## config.mk

```make
export PLATFORM = sky130hd
export DESIGN_NAME = wdog_guard
export DESIGN_NICKNAME = d
export VERILOG_FILES = /design/src/rtl/wdog_pkg.sv /design/src/rtl/wdog_clear_fsm.sv /design/src/rtl/wdog_counter.sv /design/src/rtl/wdog_status.sv /design/src/rtl/wdog_guard.sv
export SDC_FILE = /design/constraint.sdc
export NUM_CORES = 1
export LEC_CHECK = 0
export BUFFER_PORTS_ARGS = -buffer_cell sky130_fd_sc_hd__buf_2
export CAP_MARGIN = 20
export CORE_ASPECT_RATIO = 2
export CORE_MARGIN = 2
export CORE_UTILIZATION = 35
export CTS_BUF_LIST = sky130_fd_sc_hd__clkbuf_8 sky130_fd_sc_hd__clkbuf_16
export DETAILED_ROUTE_END_ITERATION = 16
export HOLD_SLACK_MARGIN = 0.08
export MAX_ROUTING_LAYER = met4
export PLACE_DENSITY = 0.49
export SYNTH_ARGS = -nofsm -noshare
export SYNTH_HDL_FRONTEND = slang
export SYNTH_SLANG_ARGS = --single-unit
```

## constraint.sdc

```tcl
create_clock -name clk -period 3.1 [get_ports clk]
set_input_delay 0.155 -clock clk [delete_from_list [all_inputs] [get_ports clk]]
set_output_delay 0.155 -clock clk [all_outputs]
set_load 0.03 [all_outputs]
```

## src/rtl/wdog_pkg.sv

```systemverilog
package wdog_pkg;
    typedef enum logic [1:0] {
        ARM_IDLE   = 2'd0,
        ARM_HAVE_A = 2'd1,
        ARM_HAVE_B = 2'd2
    } arm_state_t;

    localparam logic [1:0] RST_NONE = 2'b00;
    localparam logic [1:0] RST_CHIP = 2'b01;
    localparam logic [1:0] RST_WARM = 2'b10;
endpackage

```

## src/rtl/wdog_clear_fsm.sv

```systemverilog
module wdog_clear_fsm
    import wdog_pkg::*;
(
    input  logic clk,
    input  logic rst_n,
    input  logic enable,
    input  logic dual,
    input  logic clr_single,
    input  logic half_a,
    input  logic half_b,
    input  logic wipe,
    output logic clr_cmd
);
    arm_state_t state, state_nx;
    logic       pair_done;

    always_ff @(posedge clk or negedge rst_n) begin
        if (!rst_n) state <= ARM_IDLE;
        else        state <= state_nx;
    end

    always_comb begin
        pair_done = 1'b0;
        state_nx  = state;
        unique case (state)
            ARM_IDLE: begin
                if (half_a && half_b) pair_done = 1'b1;
                else if (half_a)      state_nx  = ARM_HAVE_A;
                else if (half_b)      state_nx  = ARM_HAVE_B;
            end
            ARM_HAVE_A: if (half_b) pair_done = 1'b1;
            ARM_HAVE_B: if (half_a) pair_done = 1'b1;
            default:    state_nx = ARM_IDLE;
        endcase
        if (pair_done || wipe || !enable || !dual) state_nx = ARM_IDLE;
    end

    always_comb begin
        if (!enable) clr_cmd = 1'b0;
        else if (dual) clr_cmd = pair_done;
        else clr_cmd = clr_single;
    end


    lone_half_chk: assert property (@(posedge clk) disable iff (!rst_n)
        (enable && dual && state == ARM_IDLE && (half_a ^ half_b)) |-> !clr_cmd);


    record_empty_chk: assert property (@(posedge clk) disable iff (!rst_n)
        (clr_cmd || wipe) |=> (state == ARM_IDLE));
endmodule

```

## src/rtl/wdog_counter.sv

```systemverilog
module wdog_counter
    import wdog_pkg::*;
#(
    parameter int CNT_W = 16
) (
    input  logic       clk,
    input  logic       rst_n,
    input  logic       enable,
    input  logic       clr,
    input  logic       freeze,
    input  logic       in_halt,
    output logic       ovf,
    output logic [1:0] rst_req
);
    localparam logic [CNT_W-1:0] CNT_MAX = '1;

    logic [CNT_W-1:0] count;

    assign ovf = enable && !clr && !freeze && (count == CNT_MAX);

    always_ff @(posedge clk or negedge rst_n) begin
        if (!rst_n) begin
            count   <= '0;
            rst_req <= RST_NONE;
        end else begin
            if (!enable || clr) count <= '0;
            else if (!freeze)   count <= count + 1'b1;
            if (ovf) rst_req <= in_halt ? RST_WARM : RST_CHIP;
            else     rst_req <= RST_NONE;
        end
    end


    rst_pulse_chk: assert property (@(posedge clk) disable iff (!rst_n)
        (rst_req != RST_NONE) |=> (rst_req == RST_NONE));


    rst_code_chk: assert property (@(posedge clk) disable iff (!rst_n)
        rst_req != 2'b11);


    freeze_hold_chk: assert property (@(posedge clk) disable iff (!rst_n)
        (enable && freeze && !clr) |=> $stable(count));


    disabled_quiet_chk: assert property (@(posedge clk) disable iff (!rst_n)
        !enable |=> (rst_req == RST_NONE));
endmodule

```

## src/rtl/wdog_status.sv

```systemverilog
module wdog_status (
    input  logic clk,
    input  logic rst_n,
    input  logic halt,
    input  logic clr_cmd,
    input  logic ovf,
    output logic flag_to,
    output logic flag_pdf
);
    always_ff @(posedge clk or negedge rst_n) begin
        if (!rst_n) begin
            flag_to  <= 1'b0;
            flag_pdf <= 1'b0;
        end else if (halt) begin
            flag_to  <= 1'b0;
            flag_pdf <= 1'b1;
        end else begin
            if (ovf)     flag_to  <= 1'b1;
            if (clr_cmd) flag_pdf <= 1'b0;
        end
    end


    halt_flags_chk: assert property (@(posedge clk) disable iff (!rst_n)
        halt |=> (flag_pdf && !flag_to));


    timeout_flag_chk: assert property (@(posedge clk) disable iff (!rst_n)
        (ovf && !halt) |=> flag_to);
endmodule

```

## src/rtl/wdog_guard.sv

```systemverilog
module wdog_guard
    import wdog_pkg::*;
#(
    parameter int CNT_W = 16
) (
    input  logic       clk,
    input  logic       rst_n,
    input  logic       cfg_enable,
    input  logic       cfg_dual,
    input  logic       clr_single,
    input  logic       clr_half_a,
    input  logic       clr_half_b,
    input  logic       halt_strobe,
    input  logic       in_halt,
    input  logic       halt_clk_stopped,
    output logic [1:0] rst_req,
    output logic       flag_timeout,
    output logic       flag_powerdown
);
    logic clr_cmd;
    logic clr_any;
    logic ovf;

    assign clr_any = clr_cmd | halt_strobe;

    wdog_clear_fsm u_fsm (
        .clk        (clk),
        .rst_n      (rst_n),
        .enable     (cfg_enable),
        .dual       (cfg_dual),
        .clr_single (clr_single),
        .half_a     (clr_half_a),
        .half_b     (clr_half_b),
        .wipe       (halt_strobe),
        .clr_cmd    (clr_cmd)
    );

    wdog_counter #(.CNT_W(CNT_W)) u_cnt (
        .clk     (clk),
        .rst_n   (rst_n),
        .enable  (cfg_enable),
        .clr     (clr_any),
        .freeze  (halt_clk_stopped),
        .in_halt (in_halt),
        .ovf     (ovf),
        .rst_req (rst_req)
    );

    wdog_status u_stat (
        .clk      (clk),
        .rst_n    (rst_n),
        .halt     (halt_strobe),
        .clr_cmd  (clr_cmd),
        .ovf      (ovf),
        .flag_to  (flag_timeout),
        .flag_pdf (flag_powerdown)
    );
endmodule

```

# Yosys cells after proc, flatten, opt, wreduce, memory -nomap -nowiden
# Index checks and enable logic that the tools add are counted.
# W data, S select, Z words.
totals:
  ff_bits: 22
  in_bits: 10
  word_cells: 50
op_classes:
  add_sub_neg: 1
  eq_ne: 7
  n_mux: 19
  bitwise: 1
  reduce_logical: 17
ops:
  columns: ["cell", "n"]
  rows:
  - ["$mux W16", 2]
  - ["$add A16 B1 Y16 const B", 1]
  - ["$eq A16 B16 Y1 const B", 1]
  - ["$mux W2", 6]
  - ["$mux W1", 9]
  - ["$logic_and A1 B1 Y1", 4]
  - ["$logic_not A1 Y1", 4]
  - ["$logic_or A1 B1 Y1", 4]
  - ["$ne A2 B1 Y1 const B", 2]
  - ["$ne A4 B3 Y1 const B", 1]
  - ["$pmux W2 S2", 1]
  - ["$reduce_bool A2 Y1", 2]
  - ["$ne A3 B3 Y1 const B", 1]
  - ["$pmux W1 S3", 1]
  - ["$reduce_and A3 Y1", 1]
  - ["$eq A2 B1 Y1 const B", 1]
  - ["$eq A2 B2 Y1 const B", 1]
  - ["$logic_not A2 Y1", 1]
  - ["$reduce_or A2 Y1", 1]
  - ["$or A1 B1 Y1", 1]

# Longest topological paths before layout
# Gate-level depths: netlist of the first run.
logic_depth:
  word_depth: 12
  ltp_mapped: 7
  depth_no_buf: 6

# Hierarchy
# From an unflattened synthesis of the first run, not the netlist that was laid out.
unflattened:
  cells_unflattened: 125
  area_unflattened_um2: 1228.7
by_module_without_submodules:
  columns: ["module", "n_inst", "cells_per_inst", "area_each_um2", "seq_area_each_um2"]
  rows:
  - ["wdog_counter", 1, 93, 920.9, 450.4]
  - ["wdog_clear_fsm", 1, 25, 232.7, 50.0]
  - ["wdog_status", 1, 6, 68.8, 50.0]
  - ["wdog_guard", 1, 1, 6.3, 0.0]

# Worst setup path after synthesis of the first run
# Ideal clock, no wire load.
synth_timing:
  kind: "register to register"
  startpoint: "register u_fsm.state[0]"
  endpoint: "register u_cnt.count[10]"
  arrival_time_ps: 1379
  required_ps: 2978
  setup_slack_ps: 1599
  path_stages_with_launch: 7
  synth_period_minus_slack_ps: 1501
  path_cell_list: "dfrtp_1 ha_1 nand4b_1 and3_1 nand2_1 buf_2 nor2_1"
synth_via:
  elab_chain_cells: 7
  word_cells_on_any_way: 10
synth_rtl:
  columns: ["element", "line", "text"]
  rows:
  - ["from (decl)", "wdog_clear_fsm.sv:14", "arm_state_t state, state_nx;"]
  - ["from (signal assigned)", "wdog_clear_fsm.sv:19", "else state <= state_nx;"]
  - ["$eq A2 B2 Y1, or another cell as far along", "wdog_clear_fsm.sv:25", "unique case (state)"]
  - ["$pmux W1 S3 (*)", "wdog_clear_fsm.sv:25", null]
  - ["$mux W1 (*)", "wdog_clear_fsm.sv:40", "else if (dual) clr_cmd = pair_done;"]
  - ["$mux W1 (*)", "wdog_clear_fsm.sv:39", "if (!enable) clr_cmd = 1'b0;"]
  - ["$or A1 B1 Y1 (*)", "wdog_guard.sv:24", "assign clr_any = clr_cmd | halt_strobe;"]
  - ["$logic_or A1 B1 Y1 (*)", "wdog_counter.sv:26", "if (!enable || clr) count <= '0;"]
  - ["$ne A2 B1 Y1 (no line) or $mux W16 (tied branches)", null, null]
  - ["to (signal assigned)", "wdog_counter.sv:27", "else if (!freeze) count <= count + 1'b1;"]
  - ["to (decl)", "wdog_counter.sv:17", "logic [CNT_W-1:0] count;"]
# Every way passes the cells marked *; elsewhere a longest branch is shown, timed or not.
# A chain may end at the register's enable or synchronous reset.

# Final worst setup path of the first run
layout_timing:
  startpoint: "register u_fsm.state[1]"
  endpoint: "register u_cnt.count[10]"
# The elaborated chain is that of the path after synthesis.

==> results by group, run 1 <==
Run status
  – Outcome: complete, no violations

STA
  – Slew headroom: 60.3%
  – Hold_ws: around 0.22 ns
  – Unrepaired setup endpoints after global routing: false
  – Endpoints failing setup: 0
  – Hold Violations, Final: 0
  – Fmax achieved: approximately 540 MHz
  – Worst Tran Pin Value: approximately 0.59 ns
  – Fin. max-slew vios: 0
  – Setup TNS: 0 ns
  – Worst Skew: approximately 0.004 ns
  – Final Critical Period: ~1.9 ns
  – Tcrit/Tclk final: 60.0%

Power
  – Peak VDD IR: roughly 250 uV
  – Power density over the cells: roughly 350 mW/mm^2
  – Pleak: just over 0.0006 uW

GRT
  – Total gr overflow: 0
  – Initial antenna violation count: 0
  – Largest net degree at the start of global routing: 23
  – Total GRT Usage: roughly 16%
  – Number of global-route vias before repair: slightly above 1000
  – First-pass GRT wire length: around 4500 um

Cells and area
  – Fin area: roughly 0.0014 sq mm
  – Final #Nets: roughly 160
  – Syn-to-layout area delta: 14.4%
  – Antenna cells: 0
  – Share of layout cells above drive strength 1: around 20%
  – Fillcell total: approximately 350

Floorplanning
  – Die width: 46.3 um
  – Core ar.: between 0.003 and 0.004 sq mm
  – Die Ht: 88.7 um
  – I/O pins: 14
  – Initial Util: between 30% and 40%
  – Site Rows: 30
  – Die area: 0.00411 sq mm

Critical path
  – CP Capture Type: flop
  – Cells along the critical path: inv_1 > ha_1 > a21o_1 > nand4b_1 > nand2_1 > nor2_1
  – Reg2reg end: u_cnt.count[10]$_DFFE_PN0P_
  – Worst setup SP type: flop
  – Worst setup path start: u_fsm.state[1]$_DFFE_PN0P_
  – Arr. time, crit path: between 1.5 and 2 ns
  – R2R Setup Slk: 1.24 ns
  – Crit path max fanout: 16
  – Critical setup path kind: reg -> reg
  – Slowest-stage cell, CP: nand2_1
  – Worst Reg-to-Reg Cells: 6
  – CP max stage delay: 0.49 ns
  – Worst r2r src: u_fsm.state[1]$_DFFE_PN0P_
  – Critical Path Sink: u_cnt.count[10]$_DFFE_PN0P_
  – Delay-heaviest family, CP: simple AND/OR/NAND/NOR gates
  – Crit path buf inv count: 1
  – Crit path depth: 6
  – WP data required: ~3.2 ns

Placement
  – Port buffer count: 13
  – DP Area: 0.00136 sq mm
  – Post-DP HPWL: a little under 2000 um
  – GP Congestion: ~0.73

Clock tree
  – Latest clock arrival within the worst-skew pair: 0.26 ns
  – Clock transition at path regs: 0.08 ns
  – Max Buffers Root-to-Sink: 2
  – CTS tree: built
  – Htree depth: 1
  – CTS Hold Bufs: 3
  – Root buffer cell: clkbuf_8
  – Clk sinks: 22
  – TritonCTS buffer count: 3
  – CTS resizes: 0
  – Post-CTS Setup Repair Bufs: 0

Synth
  – Top-area cell type share of the netlist area: between 40% and 50%
  – Syn Inst Count: approximately 120
  – Post-synthesis sequential area ratio: between 40% and 50%
  – Syn avg cell area: around 10 sq um
  – Synth Net Count: approximately 140
  – Mapped cell area: 0.00125 sq mm
  – Synth Warn #: 0
  – Yosys reg bits: 22
  – Area contributors post-synth: dfrtp_1 44%, xnor2_1 8.4%, nor4_2 6.0%
  – Async SR Flop Fraction: 100%
  – EDFF count, synth: 0
  – Top cells by instance count after synthesis: 22 x dfrtp_1, 19 x nor2_1, 12 x xnor2_1, 8 x inv_1, 7 x nand2_1
  – Largest area contributor in the netlist: dfrtp_1
  – Synth Flop Type: dfrtp_1
  – Netlist cell types: 31
  – Most frequent cell after synthesis: dfrtp_1

Drt
  – Via count: just over 900
  – Post-route ant nets: 0
  – Drt initial violations: 3
  – # DRC: 0
  – Final wirelength: ~2600 um
  – 1st-pass router iterations: 3
  – Via-to-Cell Ratio: between 4 and 5
  – WL/cell: 13.6 um

Flow run
  – MaxCap Viol Count: 0

Min path
  – Worst hold path type: in -> reg
-- worst min-delay path: stages --
cell and delay, ns:
buf_2 0.12, o211ai_1 0.13, a21oi_1 0.06
-- layer usage --
layer	wire length, um	GRT usage, %	part of all wire (%)
met2	1550	28.5	61
met5	0	-	0
met3	44	1.22	1.7
met4	65	8.57	2.5
met1	894	15.6	35
-- worst min path at each step --
stage	slack, ns	start	cells past startpoint	endpoint
2_1_floorplan	-0.14	rst_n	0	u_cnt.count[0]$_DFFE_PN0P_
3_3_place_gp	0.15	rst_n	1	u_cnt.count[2]$_DFFE_PN0P_
3_5_place_dp	0.16	rst_n	1	u_cnt.count[2]$_DFFE_PN0P_
4_1_cts	0.23	cfg_dual	3	u_fsm.state[0]$_DFFE_PN0P_
5_1_grt	0.25	cfg_dual	3	u_fsm.state[0]$_DFFE_PN0P_
6_report	0.22	cfg_dual	3	u_fsm.state[0]$_DFFE_PN0P_
-- logic make-up (layout without fill, tap and decap cells) --
group	after synthesis	after routing	synth area share, %
AND/OR/NAND/NOR	57	57	30.0
flip-flops	22	22	43.9
AO/OA/AOI/OAI	14	14	6.88
XOR/XNOR	14	14	9.77
buffers and inverters	10	27	3.69
adder cells (fa/ha/maj)	5	5	4.99
multiplexers	1	1	0.798
-- sequential cells by signal (all words and copies together) (netlist names) --
name and count:
u_stat.flag_to 1, u_cnt.rst_req 2, u_cnt.count 16, u_stat.flag_pdf 1, u_fsm.state 2
-- final cells by class --
cell class	instances	area [sq um]	share of cell area, %
inverters	8	30.0	2.09
flip-flops and latches	22	551	38.4
clock buffers	3	41.3	2.88
well taps	48	60.1	4.18
repair buffers	16	95.1	6.63
multi-input cells	91	658	45.9
-- report_power, final --
group          leakage [uW]  switching [uW]  internal (uW)
sequential         0.000303            2.01            289
clock             0.0000216            90.8           86.9
combinational      0.000284            24.0           15.7
-- cells in the final DEF (no fill, tap or decap), drive strengths merged --
| cell | instances |
|---|---|
| dlygate4sd3 | 3 |
| a31o | 1 |
| nand4 | 5 |
| xnor2 | 12 |
| nor2b | 1 |
| and3 | 1 |
| nand3 | 3 |
| nor4 | 6 |
| o211ai | 1 |
| ha | 5 |
| clkbuf | 3 |
| a21o | 2 |
| nor3b | 1 |
| o21a | 1 |
| and2 | 1 |
| nor3 | 4 |
| nand2 | 7 |
| a22oi | 1 |
| or3 | 1 |
| mux2i | 1 |
| xor2 | 2 |
| dfrtp | 22 |
| nor2 | 21 |
| a21oi | 5 |
| o21ai | 3 |
| nand4b | 4 |
| buf | 13 |
| inv | 8 |
| nand2b | 2 |
-- metrics by stage --
step / total power, uW / utilization [%] / instances / setup slack [ns]
after floorplan: 314 / - / 123 / 1.60
after global placement: 333 / 39.9 / 182 / 1.30
after detailed placement: 334 / 39.9 / 182 / 1.24
after CTS: 517 / 42.0 / 188 / 1.22
after global routing: 532 / 42.0 / 188 / 1.08
final: 508 / 42.0 / 188 / 1.24
Power figures use the tool's default switching activity.
==> run 2, diff against run 1 <==
==> constraint.sdc (replaced) <==
create_clock -name clk -period 1.85 [get_ports clk]
set_input_delay 0.0925 -clock clk [delete_from_list [all_inputs] [get_ports clk]]
set_output_delay 0.0925 -clock clk [all_outputs]
set_load 0.03 [all_outputs]
==> run 2 against run 1 <==
Effect of this change:
- count of clock-buffer cells in the layout unchanged
- largest cell class unchanged
- largest power group unchanged
- routed wire length increased by 2.4%
- final cell count increased by 0.53%
- highest routed layer unchanged
==> results by group, run 2 (synthesis gave the netlist of run 1 again) <==
Run status
  – Outcome: complete, no violations

Cells and area
  – Fillcell total: 336 (-3.2%)
  – Biggest register: u_cnt.count
  – Final #Nets: 158 (+0.64%)
  – Syn-to-layout area delta: 16.0%
  – Largest regs: u_cnt.count: 16 flops, u_cnt.rst_req: 2 flops, u_fsm.state: 2 flops
  – Share of layout cells above drive strength 1: 20.6% (+0.57 points)
  – Most common cell after layout, fill and taps aside: dfrtp_1
  – Antenna cells: 0 (unchanged)
  – Most frequent cells in the layout: 22 x dfrtp_1, 19 x nor2_1, 13 x buf_2
  – Largest register FFs: 16 (unchanged)

Clock tree
  – Max Buffers Root-to-Sink: 2 (unchanged)
  – Root buffer cell: clkbuf_8
  – Clk sinks: 22 (unchanged)
  – Latest clock arrival within the worst-skew pair: 0.26 ns (about the same)
  – CTS resizes: 0 (unchanged)
  – Clock transition at path regs: 0.08 ns (about the same)
  – CTS tree: built
  – TritonCTS buffer count: 3 (unchanged)
  – Post-CTS Setup Repair Bufs: 0 (unchanged)
  – Htree depth: 1 (unchanged)

Critical path
  – Arr. time, crit path: 1.76 ns (-0.23 ns)
  – Critical setup path kind: reg -> reg
  – CP Capture Type: flop
  – Crit path max fanout: 5 (-11)
  – Worst setup SP type: flop
  – WP data required: 2.01 ns (-1.22 ns)

Drt
  – Drt initial violations: 11 (+8)
  – WL/cell: 13.8 um (+1.9%)
  – Via-to-Cell Ratio: 4.77 (-2.3%)
  – Via count: 902 (-1.7%)
  – 1st-pass router iterations: 2 (-1)
  – Post-route ant nets: 0 (unchanged)
  – # DRC: 0 (unchanged)
  – Final wirelength: 2610 um (+2.4%)

Flow run
  – MaxCap Viol Count: 0 (unchanged)

GRT
  – Largest net degree at the start of global routing: 23 (unchanged)
  – GRT busiest layer: met2
  – Total gr overflow: 0 (unchanged)
  – First-pass GRT wire length: 4620 um (+2.8%)
  – Number of global-route vias before repair: 993 (-2.1%)
  – Initial antenna violation count: 0 (unchanged)
  – Met2 usage: 30.8% (+2.3 points)
  – Met1 Use GR: 15.3% (-0.23 points)
  – Total GRT Usage: 16.5% (+0.66 points)
  – Met3 GRT Util: 1.22% (unchanged)

STA
  – Fin. max-slew vios: 0 (unchanged)
  – Tcrit/Tclk final: 86.2% (+26 points)
  – Unrepaired setup endpoints after global routing: false
  – Slew headroom: 66.0% (+5.7 points)
  – Hold Violations, Final: 0 (unchanged)
  – Worst Skew: 0.00396 ns (-0.000125 ns)
  – Worst Tran Pin Value: 0.511 ns (-0.0840 ns)
  – Fmax achieved: 627 MHz (+17%)
  – Hold_ws: 0.170 ns (-0.0543 ns)
  – Endpoints failing setup: 0 (unchanged)
  – Setup TNS: 0 ns (unchanged)
  – Final Critical Period: 1.60 ns (-0.264 ns)

Placement
  – Post-DP HPWL: 2040 um (+4.4%)
  – GP Congestion: 0.725 (-0.28%)
  – Port buffer count: 13 (unchanged)

Floorplanning
  – Die area: 0.00411 sq mm (unchanged)
  – Site Rows: 30 (unchanged)
  – Initial Util: 36.7% (unchanged)
  – I/O pins: 14 (unchanged)
  – Die Ht: 88.7 um (unchanged)
  – Die width: 46.3 um (unchanged)
  – Core ar.: 0.00342 sq mm (unchanged)

Min path
  – Worst hold path type: in -> reg

Power
  – Peak VDD IR: 425 uV (+73%)
  – Tot Pwr: 859 uW (+69%)
  – Pleak: 0.000619 uW (+1.7%)
  – Power density over the cells: 590 mW/mm^2 (+67%)
==> run 2: cell types whose count changed in the layout (fill, tap and decap cells not counted) <==
| cell | delta |
|---|---|
| buf_12 | +1 |
==> run 2: report_power, final <==
part	leakage, uW	switching, uW	total (uW)	internal (uW)
registers	0.000303	3.03	487	484
logic	0.000294	41.8	72.6	30.8
clock network	0.0000216	154	300	146
total	0.000619	199	859	660
==> run 2: through the flow <==
| step | cell area, sq um | setup WS (ns) | utilization (%) | std cells |
|---|---|---|---|---|
| after floorplan | 1250 | 0.349 | - | 123 |
| after global placement | 1380 | 0.280 | 40.5 | 183 |
| after detailed placement | 1380 | 0.257 | 40.5 | 183 |
| after CTS | 1460 | 0.244 | 42.6 | 189 |
| after global routing | 1460 | 0.118 | 42.6 | 189 |
| final | 1460 | 0.254 | 42.6 | 189 |
==> run 2: timing repair <==
| item | CTS | global route |
|---|---|---|
| setup endpoints to repair | 0 | 0 |
| endpoints found under the hold margin | 26 | 0 |
| hold buffers | 3 | 0 |
==> run 2: area by class of cell <==
type / count / area [sq um] / area share, %
multi-input combinational: 91 / 658 / 45.2
sequential: 22 / 551 / 37.8
timing repair buffer: 17 / 115 / 7.91
tap: 48 / 60.1 / 4.13
clock buffer: 3 / 41.3 / 2.84
inverter: 8 / 30.0 / 2.06
==> run 2: critical path, cell delays in order, from the launching register on <==
cell	delay [ns]
dfrtp_1	0.44
inv_1	0.13
ha_1	0.20
a21o_1	0.16
nand4b_1	0.16
a31o_2	0.24
a21o_1	0.17
==> run 2: path summary, 6_finish.rpt <==
check / startpoint / endpoint / slack [ns] / cells after the start
setup / recovery: u_fsm.state[1]$_DFFE_PN0P_ / u_stat.flag_pdf$_DFFE_PN0P_ / 0.25 / 6
hold / removal: cfg_dual / u_fsm.state[0]$_DFFE_PN0P_ / 0.17 / 3
setup reg to reg: u_fsm.state[1]$_DFFE_PN0P_ / u_stat.flag_pdf$_DFFE_PN0P_ / 0.25 / 6
hold reg to reg: u_stat.flag_pdf$_DFFE_PN0P_ / u_stat.flag_pdf$_DFFE_PN0P_ / 0.48 / 1
max in group asynchronous: rst_n / u_cnt.count[8]$_DFFE_PN0P_ / 1.17 / 2
min in group asynchronous: rst_n / u_cnt.count[5]$_DFFE_PN0P_ / 0.33 / 2
==> run 2: routing by layer <==
layer	up-vias	wire length [um]
met5	-	0
met3	4	52
met1	427	859
met2	13	1640
met4	0	56
li1	458	-
==> run 3, diff against run 2 <==
--- a/config.mk
+++ b/config.mk
@@ -7,14 +7,13 @@
 export LEC_CHECK = 0
 export BUFFER_PORTS_ARGS = -buffer_cell sky130_fd_sc_hd__buf_2
 export CAP_MARGIN = 20
-export CORE_ASPECT_RATIO = 2
 export CORE_MARGIN = 2
-export CORE_UTILIZATION = 35
+export CORE_UTILIZATION = 55
 export CTS_BUF_LIST = sky130_fd_sc_hd__clkbuf_8 sky130_fd_sc_hd__clkbuf_16
 export DETAILED_ROUTE_END_ITERATION = 16
 export HOLD_SLACK_MARGIN = 0.08
 export MAX_ROUTING_LAYER = met4
-export PLACE_DENSITY = 0.49
+export PLACE_DENSITY = 0.73
 export SYNTH_ARGS = -nofsm -noshare
 export SYNTH_HDL_FRONTEND = slang
 export SYNTH_SLANG_ARGS = --single-unit
==> run 3 against run 2 <==
Effect of this change:
- non-clock buffer count stayed put
- global-route usage is 3.9 points higher
- sequential cell count stayed put
- register-to-register slack better by 0.05 ns
- sequential power hardly changed
- cell area is 0.52% lower
- worst setup slack better by 0.051 ns
- die area is 35% lower
- critical endpoint is now u_cnt.count[2]$_DFFE_PN0P_
==> results by group, run 3 (synthesis gave the netlist of run 1 again) <==
Run status
  – Outcome: complete, no violations

Power
  – Power density over the cells: 691 mW/mm^2 (+17%)
  – Gate power share: 6.7% (-1.7 points)
  – P_int: 801 uW (+21%)
  – Switching Fraction: 20.0% (-3.2 points)
  – Pleak: 0.000627 uW (+1.3%)
  – Clock Power Share: 44.6% (+9.7 points)
  – Peak VDD IR: 526 uV (+24%)
  – Tot Pwr: 1000 uW (+16%)
  – Switch Pwr: 200 uW (+0.55%)
  – Sequential share of power: 48.6% (-8.1 points)

Floorplanning
  – Initial Util: 57.3% (+21 points)
  – Site Rows: 17 (-43%)
  – Core ar.: 0.00219 sq mm (-36%)
  – I/O pins: 14 (unchanged)
  – Die width: 51.8 um (+12%)
  – Die Ht: 51.8 um (-42%)
  – Die area: 0.00268 sq mm (-35%)

Clock tree
  – CTS tree: built
  – Max Buffers Root-to-Sink: 2 (unchanged)
  – Clk sinks: 22 (unchanged)
  – Htree depth: 1 (unchanged)
  – Clock transition at path regs: 0.07 ns (about the same)
  – Latest clock arrival within the worst-skew pair: 0.27 ns (about the same)
  – TritonCTS buffer count: 3 (unchanged)
  – Root buffer cell: clkbuf_8

Placement
  – DP Area: 0.00135 sq mm (-2.7%)
  – Port buffer count: 13 (unchanged)
  – Pre-CTS WS: 0.324 ns (+0.0668 ns)
  – Post-DP HPWL: 1610 um (-21%)
  – GP Congestion: 0.780 (+7.6%)

Critical path
  – Arr. time, crit path: 1.73 ns (-0.03 ns)
  – Critical setup path kind: reg -> reg
  – Crit path max fanout: 16 (+11)
  – Slowest-stage cell, CP: dfrtp_1
  – CP max stage delay: 0.42 ns (-0.02 ns)
  – Worst setup SP type: flop
  – Crit path buf inv count: 2 (+1)
  – CP Capture Type: flop
  – Cells along the critical path: inv_1 > ha_1 > a21o_1 > nand4b_1 > nand2_1 > buf_4 > a21oi_1
  – Delay-heaviest family, CP: flip-flops
  – WP data required: 2.03 ns (+0.02 ns)

STA
  – Worst Skew: 0.00922 ns (+0.00526 ns)
  – Hold Violations, Final: 0 (unchanged)
  – Final Critical Period: 1.54 ns (-0.0511 ns)
  – Endpoints failing setup: 0 (unchanged)
  – Hold_ws: 0.167 ns (-0.00348 ns)
  – Worst Tran Pin Value: 0.490 ns (-0.0209 ns)
  – Tcrit/Tclk final: 83.5% (-2.8 points)
  – Fmax achieved: 647 MHz (+3.3%)
  – Fin. max-slew vios: 0 (unchanged)
  – Slew headroom: 67.3% (+1.4 points)
  – Unrepaired setup endpoints after global routing: false
  – Setup TNS: 0 ns (unchanged)
  – Final worst setup slack: 0.306 ns (+0.0511 ns)

Drt
  – Via count: 922 (+2.2%)
  – Post-route ant nets: 0 (unchanged)
  – WL/cell: 12.9 um (-6.8%)
  – 1st-pass router iterations: 4 (+2)
  – Via-to-Cell Ratio: 5.42 (+14%)
  – # DRC: 0 (unchanged)
  – Final wirelength: 2190 um (-16%)
  – Drt initial violations: 18 (+7)

GRT
  – Total gr overflow: 0 (unchanged)
  – Met3 GRT Util: 2.87% (+1.6 points)
  – Total GRT Usage: 20.3% (+3.9 points)
  – Number of global-route vias before repair: 959 (-3.4%)
  – Met1 Use GR: 22.8% (+7.4 points)
  – Met2 usage: 36.1% (+5.3 points)
  – Largest net degree at the start of global routing: 23 (unchanged)
  – First-pass GRT wire length: 3940 um (-15%)
  – Initial antenna violation count: 0 (unchanged)
  – GRT busiest layer: met2

Cells and area
  – Syn-to-layout area delta: 15.4%
  – Fillcell total: 172 (-49%)
  – Antenna cells: 0 (unchanged)
  – Most common cell after layout, fill and taps aside: dfrtp_1
  – Most frequent cells in the layout: 22 x dfrtp_1, 19 x nor2_1, 13 x buf_2
  – Multi-input logic area: 658 sq um (unchanged)
  – Largest regs: u_cnt.count: 16 flops, u_cnt.rst_req: 2 flops, u_fsm.state: 2 flops
  – Biggest register: u_cnt.count
  – Fin area: 0.00145 sq mm (-0.52%)
  – Share of layout cells above drive strength 1: 21.1% (+0.56 points)
  – Register area: 551 sq um (unchanged)
  – Final #Nets: 158 (unchanged)
  – Largest register FFs: 16 (unchanged)

Flow run
  – MaxCap Viol Count: 0 (unchanged)

Min path
  – Worst hold path type: in -> reg
run 3: changes by cell type in the layout (fill, tap and decap cells not counted):
cell       before  now
bufinv_16       0    1
buf_4           0    1
buf_12          1    0
run 3: worst min-delay path, cell delays in order:
cell and delay, ns:
buf_2 0.12, o211ai_1 0.12, a21oi_1 0.06
run 3: cell type report:
class / instances / area share [%]
well taps: 28 / 2.42
repair buffers: 17 / 7.09
inverters: 8 / 2.07
multi-input cells: 91 / 45.5
clock buffers: 3 / 2.85
flip-flops and latches: 22 / 38.0
clock inverters: 1 / 2.07
run 3: stage by stage:
| step | util [%] | instances |
|---|---|---|
| finish | 66.1 | 170 |
| detailed placement | 61.5 | 163 |
| CTS | 66.1 | 170 |
| floorplan | - | 123 |
| global route | 66.1 | 170 |
| global placement | 61.5 | 163 |
run 3: metal layers:
metal  vias up  wire, um  part of all wire (%)
li1        460         -                     -
met1       444       981                    45
met3         4        49                   2.2
met2        14      1120                    51
met5         -         0                     0
met4         0        39                   1.8
run 3: power by group through the flow:
stage	logic, uW	registers, uW	clock network [uW]
CTS	68.4	487	453
detailed placement	63.6	496	0
global placement	61.1	496	0
floorplan	27.4	499	0
finish	67.5	487	447
global route	76.5	487	468
run 3: worst paths after layout:
path,startpoint,slack [ns],end,cells past startpoint
max reg2reg,u_fsm.state[0]$_DFFE_PN0P_,0.31,u_cnt.count[2]$_DFFE_PN0P_,7
max,u_fsm.state[0]$_DFFE_PN0P_,0.31,u_cnt.count[2]$_DFFE_PN0P_,7
min,cfg_dual,0.17,u_fsm.state[1]$_DFFE_PN0P_,3
max in group asynchronous,rst_n,1.20,u_cnt.count[14]$_DFFE_PN0P_,2
min reg2reg,u_stat.flag_pdf$_DFFE_PN0P_,0.48,u_stat.flag_pdf$_DFFE_PN0P_,1
min in group asynchronous,rst_n,0.31,u_cnt.count[4]$_DFFE_PN0P_,2
run 3: what timing repair did:
action	4_1_cts	5_1_grt
gates resized for setup	0	0
endpoints found under the hold margin	26	0
hold buffers	3	0
setup buffers	0	0
